[config.mk]
export PLATFORM = sky130hd
export DESIGN_NAME = mode_bank_regfile
export DESIGN_NICKNAME = d
export VERILOG_FILES = /design/src/rtl/mbr_pkg.sv /design/src/rtl/mbr_gpr_store.sv /design/src/rtl/mbr_psr_unit.sv /design/src/rtl/mode_bank_regfile.sv
export SDC_FILE = /design/constraint.sdc
export NUM_CORES = 2
export LEC_CHECK = 0
export BUFFER_PORTS_ARGS = -buffer_cell sky130_fd_sc_hd__buf_2
export CORE_MARGIN = 2
export CORE_UTILIZATION = 55
export CTS_CLUSTER_DIAMETER = 40
export DETAILED_ROUTE_END_ITERATION = 6
export GPL_ROUTABILITY_DRIVEN = 0
export PLACE_DENSITY_LB_ADDON = 0.05
export REMOVE_ABC_BUFFERS = 1
export SLEW_MARGIN = 0
export SYNTH_ARGS = -nofsm -noshare
export SYNTH_HDL_FRONTEND = slang
export SYNTH_HIERARCHICAL = 1
export SYNTH_SLANG_ARGS = --single-unit
[constraint.sdc]
create_clock -name clk -period 7.7 [get_ports clk]
set_input_delay 1.54 -clock clk [delete_from_list [all_inputs] [get_ports clk]]
set_output_delay 1.54 -clock clk [all_outputs]
set_load 0.02 [all_outputs]
[src/rtl/mbr_pkg.sv]
`timescale 1ns/1ps
package mbr_pkg;
  localparam int MODE_W    = 5;
  localparam int IDX_W     = 4;
  localparam int PSR_W     = 32;
  localparam int NUM_ARCH  = 16;
  localparam int FIQ_LO    = 8;
  localparam int BANK_HI   = 14;
  localparam int PRV_LO    = 13;
  localparam int NUM_FIQ   = BANK_HI - FIQ_LO + 1;
  localparam int NUM_PRVBK = 4;
  localparam int NUM_PRV   = BANK_HI - PRV_LO + 1;
  localparam int NUM_SPSR  = 5;
  localparam int SPSR_IW   = $clog2(NUM_SPSR);
  localparam logic [PSR_W-1:0] PSR_RESET = 32'h0000_0013;

  typedef enum logic [2:0] {
    BK_USR, BK_FIQ, BK_IRQ, BK_SVC, BK_ABT, BK_UND, BK_SYS, BK_NUL
  } bank_e;

  typedef enum logic [1:0] {LOC_USR, LOC_FIQ, LOC_PRV, LOC_NUL} loc_kind_e;

  typedef struct packed {
    loc_kind_e        kind;
    logic [IDX_W-1:0] slot;
  } loc_t;

  typedef struct packed {
    logic               ok;
    logic [SPSR_IW-1:0] n;
  } spsr_sel_t;

  function automatic bank_e bank_of(input logic [MODE_W-1:0] m);
    bank_e b;
    case (m)
      5'd0,  5'd16: b = BK_USR;
      5'd1,  5'd17: b = BK_FIQ;
      5'd2,  5'd18: b = BK_IRQ;
      5'd3,  5'd19: b = BK_SVC;
      5'd23:        b = BK_ABT;
      5'd27:        b = BK_UND;
      5'd31:        b = BK_SYS;
      default:      b = BK_NUL;
    endcase
    return b;
  endfunction

  // Physical location of an architectural register in a bank.
  function automatic loc_t locate(input bank_e b, input logic [IDX_W-1:0] idx);
    loc_t       l;
    logic [2:0] rel;
    l.kind = LOC_USR;
    l.slot = idx;
    rel    = 3'(b) - 3'(BK_IRQ);
    if (idx >= 4'(FIQ_LO) && idx <= 4'(BANK_HI)) begin
      if (b == BK_FIQ) begin
        l.kind = LOC_FIQ;
        l.slot = idx - 4'(FIQ_LO);
      end else if (b == BK_NUL) begin
        l.kind = LOC_NUL;
      end else if (idx >= 4'(PRV_LO) && b inside {BK_IRQ, BK_SVC, BK_ABT, BK_UND}) begin
        l.kind = LOC_PRV;
        l.slot = {1'b0, rel[1:0], idx == 4'(BANK_HI)};
      end
    end
    return l;
  endfunction

  function automatic spsr_sel_t spsr_of(input bank_e b);
    spsr_sel_t s;
    s.ok = b inside {BK_FIQ, BK_IRQ, BK_SVC, BK_ABT, BK_UND};
    s.n  = SPSR_IW'(3'(b) - 3'(BK_FIQ));
    return s;
  endfunction

  // Masked status update under the privilege rules.
  function automatic logic [PSR_W-1:0] psr_merge(input logic [PSR_W-1:0] old_v,
                                                input logic [PSR_W-1:0] new_v,
                                                input logic [3:0]       mask,
                                                input logic             priv);
    logic [PSR_W-1:0] r;
    r = old_v;
    if (!priv) begin
      if (mask[3]) r[31:28] = new_v[31:28];
    end else if (mask == 4'b1001) begin
      r = new_v;
    end else if (mask[0]) begin
      r[7:0] = new_v[7:0];
    end else if (mask[3]) begin
      r[31:28] = new_v[31:28];
    end
    return r;
  endfunction
endpackage

[src/rtl/mbr_gpr_store.sv]
`timescale 1ns/1ps
module mbr_gpr_store
  import mbr_pkg::*;
#(
  parameter int DW = 32
) (
  input  logic          clk,
  input  logic          rst_n,
  input  loc_t          ra_loc,
  input  loc_t          rb_loc,
  input  loc_t          rd_loc,
  output logic [DW-1:0] ra_q,
  output logic [DW-1:0] rb_q,
  output logic [DW-1:0] rd_q,
  input  logic          cw_en,
  input  loc_t          cw_loc,
  input  logic [DW-1:0] cw_wd,
  input  logic          dw_en,
  input  loc_t          dw_loc,
  input  logic [DW-1:0] dw_wd
);
  localparam int NUM_PRV_ALL = NUM_PRVBK * NUM_PRV;

  logic [DW-1:0] usr_q [NUM_ARCH];
  logic [DW-1:0] fiq_q [NUM_FIQ];
  logic [DW-1:0] prv_q [NUM_PRV_ALL];

  function automatic logic [DW-1:0] fetch(input loc_t l);
    case (l.kind)
      LOC_USR: fetch = usr_q[l.slot];
      LOC_FIQ: fetch = fiq_q[l.slot[2:0]];
      LOC_PRV: fetch = prv_q[l.slot[2:0]];
      default: fetch = '0;
    endcase
  endfunction

  assign ra_q = fetch(ra_loc);
  assign rb_q = fetch(rb_loc);
  assign rd_q = fetch(rd_loc);

  // Debug write applied first so a core write to the same cell wins.
  always_ff @(posedge clk) begin
    if (!rst_n) begin
      for (int i = 0; i < NUM_ARCH; i++)    usr_q[i] <= '0;
      for (int i = 0; i < NUM_FIQ; i++)     fiq_q[i] <= '0;
      for (int i = 0; i < NUM_PRV_ALL; i++) prv_q[i] <= '0;
    end else begin
      if (dw_en) begin
        case (dw_loc.kind)
          LOC_USR: usr_q[dw_loc.slot]      <= dw_wd;
          LOC_FIQ: fiq_q[dw_loc.slot[2:0]] <= dw_wd;
          LOC_PRV: prv_q[dw_loc.slot[2:0]] <= dw_wd;
          default: ;
        endcase
      end
      if (cw_en) begin
        case (cw_loc.kind)
          LOC_USR: usr_q[cw_loc.slot]      <= cw_wd;
          LOC_FIQ: fiq_q[cw_loc.slot[2:0]] <= cw_wd;
          LOC_PRV: prv_q[cw_loc.slot[2:0]] <= cw_wd;
          default: ;
        endcase
      end
    end
  end

  // Flattened views for the checks below.
  logic [NUM_ARCH*DW-1:0]    usr_flat;
  logic [NUM_FIQ*DW-1:0]     fiq_flat;
  logic [NUM_PRV_ALL*DW-1:0] prv_flat;
  for (genvar g = 0; g < NUM_ARCH; g++) begin : g_usr_flat
    assign usr_flat[g*DW +: DW] = usr_q[g];
  end
  for (genvar g = 0; g < NUM_FIQ; g++) begin : g_fiq_flat
    assign fiq_flat[g*DW +: DW] = fiq_q[g];
  end
  for (genvar g = 0; g < NUM_PRV_ALL; g++) begin : g_prv_flat
    assign prv_flat[g*DW +: DW] = prv_q[g];
  end


  usr_shadow_chk: assert property (@(posedge clk) disable iff (!rst_n)
    (cw_en && cw_loc.kind != LOC_USR && !dw_en) |=>
      $stable(usr_flat[13*DW-1:FIQ_LO*DW]));


  sink_discard_chk: assert property (@(posedge clk) disable iff (!rst_n)
    (cw_en && cw_loc.kind == LOC_NUL && !dw_en) |=>
      ($stable(usr_flat) && $stable(fiq_flat) && $stable(prv_flat)));


  core_wins_chk: assert property (@(posedge clk) disable iff (!rst_n)
    (cw_en && dw_en && cw_loc == dw_loc && cw_loc.kind == LOC_USR) |=>
      usr_q[$past(cw_loc.slot)] == $past(cw_wd));
endmodule

[src/rtl/mbr_psr_unit.sv]
`timescale 1ns/1ps
module mbr_psr_unit
  import mbr_pkg::*;
(
  input  logic              clk,
  input  logic              rst_n,
  input  logic              psr_we,
  input  logic              psr_spsr,
  input  logic [3:0]        psr_mask,
  input  logic [PSR_W-1:0]  psr_wdata,
  input  logic              mode_ld,
  input  logic [MODE_W-1:0] mode_nxt,
  input  bank_e             dbg_bank,
  output bank_e             cur_bank,
  output logic [PSR_W-1:0]  cpsr_q,
  output logic [PSR_W-1:0]  cur_spsr,
  output logic [PSR_W-1:0]  dbg_spsr
);
  logic [PSR_W-1:0] spsr_q [NUM_SPSR];
  logic [PSR_W-1:0] cpsr_d;
  spsr_sel_t        cur_sel, dbg_sel;
  logic             is_priv, spsr_wr_ok;

  assign cur_bank   = bank_of(cpsr_q[MODE_W-1:0]);
  assign is_priv    = (cur_bank != BK_USR);
  assign cur_sel    = spsr_of(cur_bank);
  assign dbg_sel    = spsr_of(dbg_bank);
  assign spsr_wr_ok = psr_we && psr_spsr && cur_sel.ok;

  always_comb begin
    cpsr_d = cpsr_q;
    if (psr_we && !psr_spsr) cpsr_d = psr_merge(cpsr_q, psr_wdata, psr_mask, is_priv);
    if (mode_ld) cpsr_d[MODE_W-1:0] = mode_nxt;
  end

  always_ff @(posedge clk) begin
    if (!rst_n) begin
      cpsr_q <= PSR_RESET;
      for (int i = 0; i < NUM_SPSR; i++) spsr_q[i] <= '0;
    end else begin
      cpsr_q <= cpsr_d;
      if (spsr_wr_ok)
        spsr_q[cur_sel.n] <= psr_merge(spsr_q[cur_sel.n], psr_wdata, psr_mask, 1'b1);
    end
  end

  assign cur_spsr = cur_sel.ok ? spsr_q[cur_sel.n] : '0;
  assign dbg_spsr = dbg_sel.ok ? spsr_q[dbg_sel.n] : '0;

  logic [NUM_SPSR*PSR_W-1:0] spsr_flat;
  for (genvar g = 0; g < NUM_SPSR; g++) begin : g_spsr_flat
    assign spsr_flat[g*PSR_W +: PSR_W] = spsr_q[g];
  end


  user_flags_only_chk: assert property (@(posedge clk) disable iff (!rst_n)
    (psr_we && !psr_spsr && cur_bank == BK_USR && !mode_ld) |=>
      $stable(cpsr_q[27:0]));


  mode_load_chk: assert property (@(posedge clk) disable iff (!rst_n)
    mode_ld |=> cpsr_q[MODE_W-1:0] == $past(mode_nxt));


  spsr_ignore_chk: assert property (@(posedge clk) disable iff (!rst_n)
    (psr_we && psr_spsr && !cur_sel.ok) |=> $stable(spsr_flat));
endmodule

[src/rtl/mode_bank_regfile.sv]
`timescale 1ns/1ps
module mode_bank_regfile
  import mbr_pkg::*;
#(
  parameter int DW = 32
) (
  input  logic              clk,
  input  logic              rst_n,
  input  logic              mode_ld,
  input  logic [MODE_W-1:0] mode_nxt,
  input  logic [IDX_W-1:0]  rd_a_idx,
  output logic [DW-1:0]     rd_a_data,
  input  logic [IDX_W-1:0]  rd_b_idx,
  output logic [DW-1:0]     rd_b_data,
  input  logic              wr_en,
  input  logic [IDX_W-1:0]  wr_idx,
  input  logic [DW-1:0]     wr_data,
  input  logic [MODE_W-1:0] dbg_mode,
  input  logic [IDX_W-1:0]  dbg_idx,
  input  logic              dbg_we,
  input  logic [DW-1:0]     dbg_wdata,
  output logic [DW-1:0]     dbg_rdata,
  output logic [PSR_W-1:0]  dbg_spsr,
  input  logic              psr_we,
  input  logic              psr_spsr,
  input  logic [3:0]        psr_mask,
  input  logic [PSR_W-1:0]  psr_wdata,
  output logic [PSR_W-1:0]  cpsr,
  output logic [PSR_W-1:0]  spsr,
  output logic              xfer_priv
);
  bank_e cur_bank, dbg_bank;
  loc_t  ra_loc, rb_loc, dbg_loc, wr_loc;

  assign dbg_bank = bank_of(dbg_mode);
  // Every location is taken from the bank of the mode in force before the edge.
  assign ra_loc   = locate(cur_bank, rd_a_idx);
  assign rb_loc   = locate(cur_bank, rd_b_idx);
  assign wr_loc   = locate(cur_bank, wr_idx);
  assign dbg_loc  = locate(dbg_bank, dbg_idx);

  mbr_psr_unit u_psr (
    .clk       (clk),
    .rst_n     (rst_n),
    .psr_we    (psr_we),
    .psr_spsr  (psr_spsr),
    .psr_mask  (psr_mask),
    .psr_wdata (psr_wdata),
    .mode_ld   (mode_ld),
    .mode_nxt  (mode_nxt),
    .dbg_bank  (dbg_bank),
    .cur_bank  (cur_bank),
    .cpsr_q    (cpsr),
    .cur_spsr  (spsr),
    .dbg_spsr  (dbg_spsr)
  );

  mbr_gpr_store #(.DW(DW)) u_gpr (
    .clk    (clk),
    .rst_n  (rst_n),
    .ra_loc (ra_loc),
    .rb_loc (rb_loc),
    .rd_loc (dbg_loc),
    .ra_q   (rd_a_data),
    .rb_q   (rd_b_data),
    .rd_q   (dbg_rdata),
    .cw_en  (wr_en),
    .cw_loc (wr_loc),
    .cw_wd  (wr_data),
    .dw_en  (dbg_we),
    .dw_loc (dbg_loc),
    .dw_wd  (dbg_wdata)
  );

  assign xfer_priv = |cpsr[1:0];
endmodule

==> results.md <==
Synth:
- The netlist area before placement is 0.08255 mm2.
- The async set-or-reset flop fraction in the synthesized netlist is 0%.
- Synthesis inferred roughly 1300 register bits.
- The proportion of synthesized chip area in sequential cells is between 40% and 50%.
- The netlist uses 82 different library cells.
- The primary flip-flop cell chosen by synthesis mapping is sky130_fd_sc_hd__edfxtp_1.
- The number of enable-type register cells in the synthesized netlist is 1280.
- The number of warnings reported in the yosys synthesis log is 6.
- The mean instance size in the synthesized netlist is 12.71 um2.
- The cell count after synthesis is 6495.

Die:
- In this run the core area contains about 140 standard-cell rows.
- The initial utilization of the core area, before any placement, comes to 55.25%.
- The die extent in x is 391.4 um.
- For this design the top-level I/O count stands at 326.
- The die height is 391.4 um.
- The floorplan step defined a die boundary enclosing 0.1532 mm2.
- The floorplan core area is about 0.15 mm2.

Global route:
- met2 is the most crowded layer.
- The global-route wire length before repair is between 400000 and 500000 um.
- The number of antenna violations at the first check in global routing came to 31.
- The via count of the first global-routing pass is 67400.
- Global routing consumed, on the met3 layer, between 10% and 20% of the routing resources.
- The total overflow left after global routing is 0.
- Entering global routing, the biggest net connects 88 pins.
- The met2 track demand over resource is 65.69%.
- Global routing consumed, over all layers together, 46.02% of the routing resources.
- The met1 global-route usage is 55.46%.

STA:
- The clock period could shrink to 6.846 ns.
- The post-route setup TNS is 0 ns.
- The number of setup violations in the final report is 0.
- The worst path uses 88.92% of the clock period.
- Across the routed clock network, the largest skew measured is 0.02853 ns.
- The number of max-slew violations in the final report is 0.
- Setup slack on the critical path of the routed design comes to ~0.85 ns.
- The hold violation total from the final report is 0.
- Setup repair after global routing left no endpoint under its margin.
- The slew of the pin with the lowest slew margin is roughly 1.5 ns.
- The worst slew slack as a fraction of its limit is 0.4430%.
- Derived from the worst setup path, the maximum achievable clock frequency is roughly 150 MHz.

Place:
- The total of buffers placed on input and output ports is 325.
- The HPWL after detailed placement is slightly above 200000 um.
- The placement-stage worst setup slack is 1.123 ns.

Setup path:
- Data arrives at the worst endpoint at 5.31 ns.
- Along the worst path, the maximum fanout reaches 26.
- The sort of element at the start of the critical path is a flop.
- The kind of end point of the critical path is a primary output.
- The kind of critical path is flop to primary output.
- The worst path required time is 6.16 ns.

Clocking:
- The number of setup buffers added after CTS is 0.
- The master cell of the clock root buffer is sky130_fd_sc_hd__clkbuf_16.
- TritonCTS built the clock tree.
- The later pin in the worst-skew pair is clocked with a latency of 0.88 ns.
- After clock tree synthesis, the repair step resized 0 gates.
- The post-CTS clock slew at the launch and capture registers of the worst setup and hold paths is 0.05 ns.
- The clock sink total is 1315.
- The number of buffers inserted by hold repair at cts is 0.
- In this run the deepest clock path goes through 3 buffers.
- The total CTS buffers is 212.
- CTS built an H-tree with a depth of 4.

Final layout:
- The area growth from synthesis to final layout is 13.32%.
- The net total in the final layout is between 6000 and 7000.
- The layout cell share with drive strength beyond 1 is 26.39%.

Status:
- The final reports fail on design-rule violations, max-capacitance violations.
- The flow ran to the end, but the final reports show violations.

Detailed routing:
- The routed via count is 69350.
- The detailed router's first-iteration violation count is 11160.
- The count of antenna-violating nets left after detailed routing is 0.
- For this block, the routed nets add up to 357700 um of wire.
- Using the TritonRoute via totals, the vias-per-cell ratio works out to 7.994.
- The first detailed-routing pass ran for 7 iterations.
- The DRC violation count after routing is 2.
- Dividing the detail-routed wire length by the instance count gives 41.23 um.

Hold path:
- The type of the most critical hold path is flop to flop.

Power:
- The peak supply drop is 0.2230 mV.
- For this design the static power due to leakage is 0.03414 uW.
- In this run the power density over the cells is ~240 mW/mm2.

Job:
- The tool flagged a number of max-cap violations equal to 1.
## cell usage in the layout, fill, tap and decap left out, drive strengths merged, types with 26 or more instances in the layout
master / n
edfxtp: 1280
a22o: 872
buf: 579
mux2i: 559
mux4: 471
a22oi: 424
nand2: 355
clkbuf: 248
nor2: 243
mux2: 205
o21ai: 200
nand3: 113
a32o: 92
inv: 87
nor2b: 78
a211oi: 73
o22ai: 70
clkinv: 70
or3: 69
nand4: 65
a21oi: 63
nor3: 55
o211ai: 39
a31oi: 38
dfxtp: 35
a21boi: 28
bufinv: 26
## area by class of cell
class,instances,area (um2)
antenna,17,42.54
clock buffer,248,5577
clock inverter,151,1703
fill,11380,55880
inverter,54,202.7
multi-input combinational,4295,40280
sequential,1315,39140
tap,2016,2522
timing repair buffer,579,4074
## worst paths after layout
check,startpoint,endpoint,slack (ns),cells past startpoint
worst max-delay path,u_psr/cur_bank[2]$_DFF_P_,rd_a_data[9],0.85,10
worst min-delay path,u_psr/cpsr_q[5]$_SDFFE_PN0P_,u_psr/cpsr_q[5]$_SDFFE_PN0P_,0.46,2
worst max register to register,u_psr/cur_bank[2]$_DFF_P_,u_gpr/usr_q[1][14]$_DFFE_PP_,2.36,9
worst min register to register,u_psr/cpsr_q[5]$_SDFFE_PN0P_,u_psr/cpsr_q[5]$_SDFFE_PN0P_,0.46,2
## per-layer routing
layer | part of all wire, % | vias up | wire (um)
met1 | 33 | 34100 | 118200
met2 | 42 | 6747 | 151200
met3 | 16 | 1880 | 56780
li1 | - | 26590 | -
met5 | 0.085 | - | 305
met4 | 8.7 | 34 | 31140
## kinds of logic after synthesis
group / after synthesis / synth area share (%)
xor+xnor: 8 / 0.1031
fa+ha+maj: 9 / 0.1364
flops: 1315 / 47.41
compound gates: 1959 / 18.55
mux: 1235 / 22.45
simple gates: 1084 / 6.655
buf+inv: 885 / 4.691
## cells in the mapped netlist (10+ instances only)
library cell	count	area (um2)
sky130_fd_sc_hd__a211oi_1	72	540.5
sky130_fd_sc_hd__a32o_1	92	920.9
sky130_fd_sc_hd__mux4_2	471	10610
sky130_fd_sc_hd__a21o_1	14	105.1
sky130_fd_sc_hd__inv_1	51	191.4
sky130_fd_sc_hd__clkbuf_1	510	1914
sky130_fd_sc_hd__o21ai_1	12	60.06
sky130_fd_sc_hd__nand3b_1	18	135.1
sky130_fd_sc_hd__mux2i_1	557	5575
sky130_fd_sc_hd__nand2_1	355	1333
sky130_fd_sc_hd__nor3_4	12	195.2
sky130_fd_sc_hd__o22ai_1	70	437.9
sky130_fd_sc_hd__nor2b_1	78	488.0
sky130_fd_sc_hd__o211ai_1	39	292.8
sky130_fd_sc_hd__a21boi_0	24	180.2
sky130_fd_sc_hd__buf_1	33	123.9
sky130_fd_sc_hd__o21ai_0	188	940.9
sky130_fd_sc_hd__nand3_1	113	565.5
sky130_fd_sc_hd__nand2b_1	10	62.56
sky130_fd_sc_hd__mux2_2	201	2263
sky130_fd_sc_hd__o221ai_1	10	87.58
sky130_fd_sc_hd__nor3b_1	11	82.58
sky130_fd_sc_hd__buf_6	18	202.7
sky130_fd_sc_hd__or2_2	14	87.58
sky130_fd_sc_hd__buf_2	238	1191
sky130_fd_sc_hd__nor3_1	22	110.1
sky130_fd_sc_hd__nor3_2	21	210.2
sky130_fd_sc_hd__dfxtp_1	35	700.7
sky130_fd_sc_hd__nor2_1	232	870.8
sky130_fd_sc_hd__nand4_1	65	406.6
sky130_fd_sc_hd__and2_1	11	68.82
sky130_fd_sc_hd__edfxtp_1	1280	38440
sky130_fd_sc_hd__a21oi_1	63	315.3
sky130_fd_sc_hd__a22oi_1	424	3183
sky130_fd_sc_hd__a31oi_1	37	231.5
sky130_fd_sc_hd__a22o_1	872	7637
sky130_fd_sc_hd__buf_4	31	232.7
sky130_fd_sc_hd__or3_1	68	425.4
## registers in the layout (all words and copies together), names as in the netlist, named ones only
register        cells
u_gpr/fiq_q       256
u_gpr/prv_q       256
u_gpr/usr_q       512
u_psr/cpsr_q       29
u_psr/cur_bank      3
u_psr/spsr_q      256
## critical path, cell delays in order (launching register included)
cell	delay, ns
sky130_fd_sc_hd__dfxtp_1	0.30
sky130_fd_sc_hd__buf_4	0.27
sky130_fd_sc_hd__xor2_2	0.36
sky130_fd_sc_hd__nand3_1	0.22
sky130_fd_sc_hd__o211ai_1	0.93
sky130_fd_sc_hd__nor2b_4	0.74
sky130_fd_sc_hd__buf_4	0.59
sky130_fd_sc_hd__a22oi_1	0.18
sky130_fd_sc_hd__a31oi_1	0.20
sky130_fd_sc_hd__o211ai_1	0.30
sky130_fd_sc_hd__buf_2	0.31
## power breakdown
group | leakage [uW] | total [uW] | internal (uW) | switching, uW
logic | 0.0174 | 4640 | 1570 | 3080
clock network | 0.00350 | 9820 | 6090 | 3720
registers | 0.0132 | 8440 | 8220 | 224
total | 0.0341 | 22900 | 15900 | 7020
## per-stage QoR
| step | power (uW) | instance area, um2 | std cells | hold slack (ns) | util (%) |
|---|---|---|---|---|---|
| after floorplan | 11890 | 78880 | 5664 | 0.5408 | - |
| after global placement | 12970 | 86220 | 8259 | 0.4491 | 57.70 |
| after detailed placement | 13010 | 86220 | 8259 | 0.4567 | 57.70 |
| after CTS | 22700 | 93500 | 8658 | 0.4651 | 62.58 |
| after global routing | 23350 | 93510 | 8662 | 0.4824 | 62.58 |
| final | 22900 | 93540 | 8675 | 0.4627 | 62.60 |
Power figures use the tool's default switching activity.
